<file path="src/rtl/sereep_master.sv">
module sereep_master #(
  parameter int DLY      = 4,
  parameter int POLL_MAX = 256
) (
  input  logic        clk,
  input  logic        rst_n,
  input  logic        start,
  input  logic [1:0]  cmd,
  input  logic [7:0]  addr,
  input  logic [15:0] wdata,
  output logic        busy,
  output logic        done,
  output logic        timeout,
  output logic [15:0] rdata,
  output logic        mem_cs,
  output logic        mem_sk,
  output logic        mem_mosi,
  input  logic        mem_miso
);

  localparam int TW  = (DLY > 1) ? $clog2(DLY) : 1;
  localparam int PCW = (POLL_MAX > 1) ? $clog2(POLL_MAX) : 1;

  localparam logic [1:0] CMD_RD   = 2'd0;
  localparam logic [1:0] CMD_WR   = 2'd1;
  localparam logic [1:0] CMD_WEN  = 2'd2;
  localparam logic [1:0] CMD_WDIS = 2'd3;

  localparam logic [1:0] WIRE_RD  = 2'b10;
  localparam logic [1:0] WIRE_WR  = 2'b01;
  localparam logic [1:0] WIRE_CTL = 2'b00;

  typedef enum logic [2:0] {S_IDLE, S_SEND, S_READ, S_GAP, S_POLL} st_t;

  st_t              st;
  logic [1:0]       cmd_q;
  logic [7:0]       addr_q;
  logic [15:0]      wdata_q;
  logic [26:0]      shreg;
  logic [4:0]       nbits;
  logic [1:0]       ph;
  logic [1:0]       stage;
  logic [TW-1:0]    tmr;
  logic [PCW-1:0]   pcnt;
  logic [15:0]      rx;
  logic [15:0]      rdata_q;
  logic             done_q;
  logic             tout_q;
  logic             tick;

  function automatic logic [26:0] mkframe(input logic [1:0] c, input logic [7:0] a,
                                          input logic [15:0] d);
    return {1'b1, c, a, d};
  endfunction

  assign tick = (tmr == TW'(DLY - 1));

  always_ff @(posedge clk) begin
    if (!rst_n) begin
      st      <= S_IDLE;
      cmd_q   <= CMD_RD;
      addr_q  <= '0;
      wdata_q <= '0;
      shreg   <= '0;
      nbits   <= '0;
      ph      <= '0;
      stage   <= '0;
      tmr     <= '0;
      pcnt    <= '0;
      rx      <= '0;
      rdata_q <= '0;
      done_q  <= 1'b0;
      tout_q  <= 1'b0;
    end else begin
      done_q <= 1'b0;
      if (st != S_IDLE) tmr <= tick ? '0 : tmr + 1'b1;
      case (st)
        S_IDLE: if (start) begin
          cmd_q   <= cmd;
          addr_q  <= addr;
          wdata_q <= wdata;
          tout_q  <= 1'b0;
          stage   <= '0;
          ph      <= '0;
          tmr     <= '0;
          nbits   <= 5'd10;
          st      <= S_SEND;
          case (cmd)
            CMD_RD:   shreg <= mkframe(WIRE_RD, addr, 16'h0);
            CMD_WDIS: shreg <= mkframe(WIRE_CTL, 8'h00, 16'h0);
            default:  shreg <= mkframe(WIRE_CTL, 8'hFF, 16'h0);
          endcase
        end
        S_SEND: if (tick) begin
          if (ph != 2'd2) ph <= ph + 1'b1;
          else begin
            ph <= '0;
            if (nbits == '0) begin
              if (cmd_q == CMD_RD) begin
                st    <= S_READ;
                nbits <= 5'd15;
              end else st <= S_GAP;
            end else begin
              shreg <= shreg << 1;
              nbits <= nbits - 1'b1;
            end
          end
        end
        S_READ: if (tick) begin
          if (ph == '0) begin
            rx <= {rx[14:0], mem_miso};
            ph <= 2'd1;
          end else begin
            ph <= '0;
            if (nbits == '0) st <= S_GAP;
            else nbits <= nbits - 1'b1;
          end
        end
        S_POLL: if (tick) begin
          if (mem_miso) st <= S_GAP;
          else if (pcnt == PCW'(POLL_MAX - 1)) begin
            tout_q <= 1'b1;
            st     <= S_GAP;
          end else pcnt <= pcnt + 1'b1;
        end
        S_GAP: if (tick) begin
          if (cmd_q != CMD_WR || stage == 2'd3) begin
            st     <= S_IDLE;
            done_q <= 1'b1;
            if (cmd_q == CMD_RD) rdata_q <= rx;
          end else begin
            stage <= stage + 1'b1;
            case (stage)
              2'd0: begin
                shreg <= mkframe(WIRE_WR, addr_q, wdata_q);
                nbits <= 5'd26;
                st    <= S_SEND;
              end
              2'd1: begin
                pcnt <= '0;
                st   <= S_POLL;
              end
              default: begin
                shreg <= mkframe(WIRE_CTL, 8'h00, 16'h0);
                nbits <= 5'd10;
                st    <= S_SEND;
              end
            endcase
          end
        end
        default: st <= S_IDLE;
      endcase
    end
  end

  assign busy     = (st != S_IDLE);
  assign done     = done_q;
  assign timeout  = tout_q;
  assign rdata    = rdata_q;
  assign mem_cs   = (st == S_SEND) || (st == S_READ) || (st == S_POLL);
  assign mem_sk   = ((st == S_SEND) && (ph == 2'd1)) || ((st == S_READ) && (ph == 2'd0));
  assign mem_mosi = ((st == S_SEND) || (st == S_READ)) && shreg[26];

  assert_sk_inside_cs_R2: assert property (@(posedge clk) disable iff (!rst_n)
    !mem_cs |-> !mem_sk);

  assert_mosi_hold_R2: assert property (@(posedge clk) disable iff (!rst_n)
    mem_sk |-> $stable(mem_mosi));

  assert_rdata_hold_R3: assert property (@(posedge clk) disable iff (!rst_n)
    !$stable(rdata) |-> done);

  assert_gap_before_done_R4: assert property (@(posedge clk) disable iff (!rst_n)
    done |-> $past(!mem_cs));

  assert_timeout_on_write_R9: assert property (@(posedge clk) disable iff (!rst_n)
    $rose(timeout) |-> (busy && !mem_cs && cmd_q == CMD_WR));

  assert_start_ignored_R10: assert property (@(posedge clk) disable iff (!rst_n)
    (busy && start) |=> ($stable(cmd_q) && $stable(addr_q) && $stable(wdata_q)));

  assert_done_pulse_R11: assert property (@(posedge clk) disable iff (!rst_n)
    done |=> !done);

  assert_idle_quiet_R11: assert property (@(posedge clk) disable iff (!rst_n)
    !busy |-> (!mem_cs && !mem_sk));

endmodule

</file>
<file path="config.mk">
export PLATFORM = sky130hd
export DESIGN_NAME = sereep_master
export DESIGN_NICKNAME = d
export VERILOG_FILES = /design/src/rtl/sereep_master.sv
export SDC_FILE = /design/constraint.sdc
export NUM_CORES = 1
export LEC_CHECK = 0
export BUFFER_PORTS_ARGS = -buffer_cell sky130_fd_sc_hd__buf_2
export CORE_MARGIN = 8
export CORE_UTILIZATION = 30
export DETAILED_ROUTE_END_ITERATION = 8
export PLACE_DENSITY = 0.57
export SETUP_SLACK_MARGIN = 0.15
export SLEW_MARGIN = 20
export SYNTH_ARGS = -nofsm -noshare
export SYNTH_HDL_FRONTEND = slang
export SYNTH_SLANG_ARGS = --single-unit
</file>
<file path="constraint.sdc">
create_clock -name clk -period 6.6 [get_ports clk]
set_input_delay 0 -clock clk [delete_from_list [all_inputs] [get_ports clk]]
set_output_delay 0 -clock clk [all_outputs]
set_load 0.01 [all_outputs]
</file>
# Yosys cells after proc, flatten, opt, wreduce, memory -nomap -nowiden

Index checks and enable logic that the tools add are counted.

Reduce and logical (&&, ||, !) cells: 31
Equal/unequal tests: 31
Multiplexer cells: 62
Add/sub/neg operators: 5

Operator list:

| kind                                                          | count |
|---|---|
| 27-bit two-way mux                                            | 6 |
| 27-bit one-hot mux with 3 select lines                        | 1 |
| 27-bit one-hot mux with 2 select lines                        | 1 |
| 26-bit one-hot mux with 2 select lines                        | 1 |
| 5-bit two-way mux                                             | 10 |
| 8-bit two-way mux                                             | 6 |
| 3-bit two-way mux                                             | 13 |
| 2-bit inequality test, second input constant                  | 18 |
| 2-bit two-way mux                                             | 10 |
| 5-bit one-hot mux with 4 select lines                         | 1 |
| 8-bit one-hot mux with 2 select lines                         | 1 |
| 3-bit one-hot mux with 5 select lines                         | 1 |
| 4-bit AND reduction                                           | 3 |
| 11-bit AND reduction                                          | 1 |
| 5-bit one-hot mux with 2 select lines                         | 1 |
| 10-bit AND reduction                                          | 1 |
| 3-bit nonzero test                                            | 3 |
| 8-bit by 1-bit adder with 8-bit output, second input constant | 1 |
| 8-bit equality test, second input constant                    | 1 |
| 2-bit logical NOT                                             | 4 |
| 8-bit AND reduction                                           | 1 |
| 1-bit two-way mux                                             | 7 |
| 7-bit AND reduction                                           | 1 |
| 2-bit by 1-bit adder with 2-bit output, second input constant | 3 |
| other kinds (20)                                              | 33 |

Input bits: 30
Register bits after elaboration: 109

# Longest topological paths before layout

Word-level depth: 6
Gate-level depth with buffers: 8
Depth with buffers taken out: 7

# Worst setup path before layout

Ideal clock, no wire load.

Path kind: reg2reg
From: register stage[0]
To: register shreg[16]
Setup slack: 4115 ps
Stages on the path, launching flop included: 9
Arrival time: 2369 ps
Setup time: 116 ps
Path through: dfxtp_1 -> ha_1 -> or3b_1 -> clkbuf_1 -> or3b_4 -> a2111oi_4 -> buf_6 -> o211ai_1 -> o211a_1

Word-level cells in the longest chain between the ends: 5
Elaborated cells on any way between the ends: 11
Classes of those cells: eq/ne: 4; mux: 4; reduce/logical: 3

RTL lines:

| element                                                                             | line | text |
|---|---|---|
| start: declaration                                                                  | 42   | `logic [1:0] stage;` |
| start signal: assignment                                                            | 132  | `stage <= stage + 1'b1;` |
| 2-bit by 1-bit equality test with 1-bit output or 2-bit logical NOT (tied branches) | 133  | `case (stage)` |
| 27-bit one-hot mux with 2 select lines                                              | 133  |  |
| 27-bit two-way mux                                                                  | 127  | `if (cmd_q != CMD_WR \|\| stage == 2'd3) begin` |
| 27-bit two-way mux                                                                  | 126  | `S_GAP: if (tick) begin` |
| 27-bit one-hot mux with 3 select lines                                              | 77   | `case (st)` |
| end signal: assignment                                                              | 89   | `CMD_RD: shreg <= mkframe(WIRE_RD, addr, 16'h0);` |
| end signal: assignment                                                              | 135  | `shreg <= mkframe(WIRE_WR, addr_q, wdata_q);` |
| end signal: assignment                                                              | 144  | `shreg <= mkframe(WIRE_CTL, 8'h00, 16'h0);` |
| end: declaration                                                                    | 39   | `logic [26:0] shreg;` |

Several ways; a longest one is shown, not always the timed one. The select of a mux whose other input is x is not followed.
A chain may end at the register's enable or synchronous reset.

# Worst setup path in the final report

From: register st[2]
To: register shreg[20]

Word-level cells in the longest chain between the ends: 3
Elaborated cells on any way between the ends: 13
Classes of those cells: eq/ne: 9; mux: 1; reduce/logical: 3

RTL lines:

| element                                                                      | line | text |
|---|---|---|
| start: declaration                                                           | 35   | `st_t st;` |
| start signal: assignment                                                     | 60   | `st <= S_IDLE;` |
| start signal: assignment                                                     | 87   | `st <= S_SEND;` |
| start signal: assignment                                                     | 100  | `st <= S_READ;` |
| 3-bit by 2-bit equality test with 1-bit output, or another cell as far along | 77   |  |
| 2-bit inequality test (no line) or 3-bit nonzero test (tied branches)        | n/a  |  |
| 8-bit AND reduction (no line)                                                | n/a  |  |
| end signal: assignment                                                       | 89   |  |
| end signal: assignment                                                       | 90   | `CMD_WDIS: shreg <= mkframe(WIRE_CTL, 8'h00, 16'h0);` |
| end signal: assignment                                                       | 91   | `default: shreg <= mkframe(WIRE_CTL, 8'hFF, 16'h0);` |

Several ways; a longest one is shown, not always the timed one.

==> flow_summary_export.csv <==
group,metric,value,unit
sta,tightest_slew,1080,ps
pwr,power_density,245,nW/µm²
synth,syn_inst,603,
die,dieArea,20800,µm²
synth,synth_nets,639,
cts,clk_latency,350,ps
sta,period_minus_slack,2970,ps
sta,fmax,337,MHz
finish,n_fill_cell,1714,
min_path,hp-class,"in -> reg",
finish,drive_gt1_frac,0.153,
job,drv_cap,0,
synth,synth.distinct_cells,57,
route,vias,4408,
worst_setup_path,critPathArrivalTime,3220,ps
die,ios,52,
placement,hpwl,8060,µm
pwr,p_int,1.06,mW
placement,portBuffers,51,
die,rows,47,
pwr,power_frac_seq,0.500,
worst_setup_path,path_class,"reg -> reg",
pwr,p_leak,2.20,nW
cts,cts_buffers,9,
sta,drv_slew,0,
cts,clockBufferDepth,2,
synth,syn_avg_cell_area,8.18,µm²
route,drtPass1Iterations,5,
sta,fin_skew,11.5,ps
global_routing,grt_use_met2,0.196,
route,routed_via_density,5.05,
sta,setup_viol,0,
placement,pre_cts_ws,3630,ps
global_routing,grt_max_degree,69,
worst_setup_path,cp_max_fo,54,
synth,netlist_area,4930,µm²
cts,cts.clk_slew.worst_paths,80,ps
sta,final-hold-violation-count,0,
sta,slew-limit-headroom,0.280,
placement,place_congestion,0.811,
worst_setup_path,crit_required,6850,ps
sta,setup_slack,3630,ps
sta,setup_tns,0,ps
pwr,p_sw_frac,0.261,
die,die_y,144,µm
worst_setup_path,endpoint_kind,"register",
cts,cts_resized,0,
synth,synth_edf_count,0,
finish,regArea,2180,µm²
die,coreArea,16300,µm²
placement,dpl_cell_area,5290,µm²
cts,clockRootBuffer,"clkbuf_16",
finish,fin_area,5850,µm²
pwr,clkPwrFrac,0.374,
die,start_util,0.302,
die,die_w,144,µm
global_routing,antenna_found_initial,0,
synth,async_flop_share,0,
route,drt-total-wl,12300,µm
finish,syn2layout_area_growth,18.7,%
finish,multiInputGateArea,2510,µm²
finish,final_common_cell,"nand2_1",
global_routing,grt_overflow,0,
global_routing,grt_util_met1,0.150,
cts,cts_tree,"built",
cts,ctsHoldBuffers,27,
route,wl_per_cell,14.1,µm
synth,synth-main-ff-cell,"dfxtp_1",
worst_setup_path,start_kind,"register",
global_routing,grt_pass1_wl,20200,µm
pwr,ir_worst_vdd,141,µV
cts,post_cts.repair.setup_buffers,0,
pwr,p_comb_frac,0.127,
pwr,p_switching,0.374,mW
synth,ys_ff_latch,109,
global_routing,top_usage_layer,"met2",
sta,finalCritPeriodShare,0.450,
global_routing,grt_pass1_vias,4105,
finish,antenna_cells,0,
synth,ys_warn_count,0,
worst_setup_path,rrSetupSlack,3630,ps
cts,cts_sinks,109,
synth,synth_seq_area_share,0.443,
finish,fin_nets,686,
global_routing,grt_use_total,0.120,
route,ant_nets,0,
global_routing,met3_usage,0.0333,
sta,rsz0062_at_grt,"no",
finish,layout_common_cells,"138 x nand2_1, 109 x dfxtp_1, 83 x a21oi_1",
route,drc,0,
cts,htree_levels,3,
pwr,power,1.44,mW
route,drtIter0Drc,241,
outcome,status,"completed",
[worst max-delay path, cell delays in order, from the launching register on]
cell and delay, ps:
dfxtp_1 700, nand2b_1 650, nor3_1 250, a2111oi_4 360, buf_4 550, o211ai_1 190
o211a_1 170
[through the flow]
step                       util  hold slack (ps)  instances
after floorplan               -              136        603
after global placement    0.324              240        832
after detailed placement  0.324              252        832
after CTS                 0.358             16.5        873
after global routing      0.358             28.1        873
final                     0.358             31.8        873
[kinds of logic (layout without fill, tap and decap cells)]
| logic type | Yosys count | in the layout | synth area share |
|---|---|---|---|
| AOI/OAI and AO/OA | 185 | 185 | 0.263 |
| adders and majority gates | 6 | 6 | 0.0152 |
| and+or+nand+nor | 243 | 243 | 0.222 |
| muxes | 3 | 3 | 0.00635 |
| buffers and inverters | 56 | 106 | 0.0487 |
| xor gates and xnor gates | 1 | 1 | 0.00178 |
| DFF | 109 | 109 | 0.443 |
[registers in the layout, indices dropped and copies added, names as in the netlist, 3 cells and up]
signal   count
pcnt         8
st           3
shreg       27
nbits        5
rx          16
wdata_q     16
rdata       16
addr_q       8
[per-layer routing]
layer / vias up / share of wire
met4: 0 / 0.012
met5: - / 0
met2: 100 / 0.47
met3: 10 / 0.052
li1: 2213 / -
met1: 2085 / 0.46
[layout make-up]
type / count / share of cell area
Multi-Input combinational cell: 438 / 0.429
Sequential cell: 109 / 0.373
Timing Repair Buffer: 83 / 0.0963
Tap cell: 220 / 0.0471
Clock buffer: 9 / 0.0385
Clock inverter: 5 / 0.0105
Inverter: 9 / 0.00578
[power by group through the flow]
stage | combinational (mW) | sequential, mW | clock, mW
finish | 0.182 | 0.717 | 0.536
global route | 0.203 | 0.722 | 0.583
CTS | 0.182 | 0.717 | 0.556
detailed placement | 0.169 | 0.732 | 0
global placement | 0.164 | 0.731 | 0
floorplan | 0.140 | 0.722 | 0
[cells in the mapped netlist (4+ instances only)]
cell	n	area [µm²]
nand3_1	6	30.0
nand2b_1	7	43.8
inv_1	9	33.8
ha_1	6	75.1
o211ai_1	16	120
nor3_1	12	60.1
a22oi_1	17	128
o21ai_0	14	70.1
clkbuf_1	41	154
a21oi_1	83	415
o211a_1	9	90.1
nand2_1	138	518
dfxtp_1	109	2180
a211oi_2	18	225
and3_1	10	62.6
nor2_1	39	146
a31oi_1	7	43.8
nand3b_1	4	30.0
[final timing paths]
path / end / cells past startpoint / startpoint
max: shreg[20] / 6 / st[2]
min reg2reg: addr_q[3] / 2 / addr_q[3]
max reg2reg: shreg[20] / 6 / st[2]
min: tmr[1] / 3 / start
No activity file was read; power rests on OpenSTA's default activity.
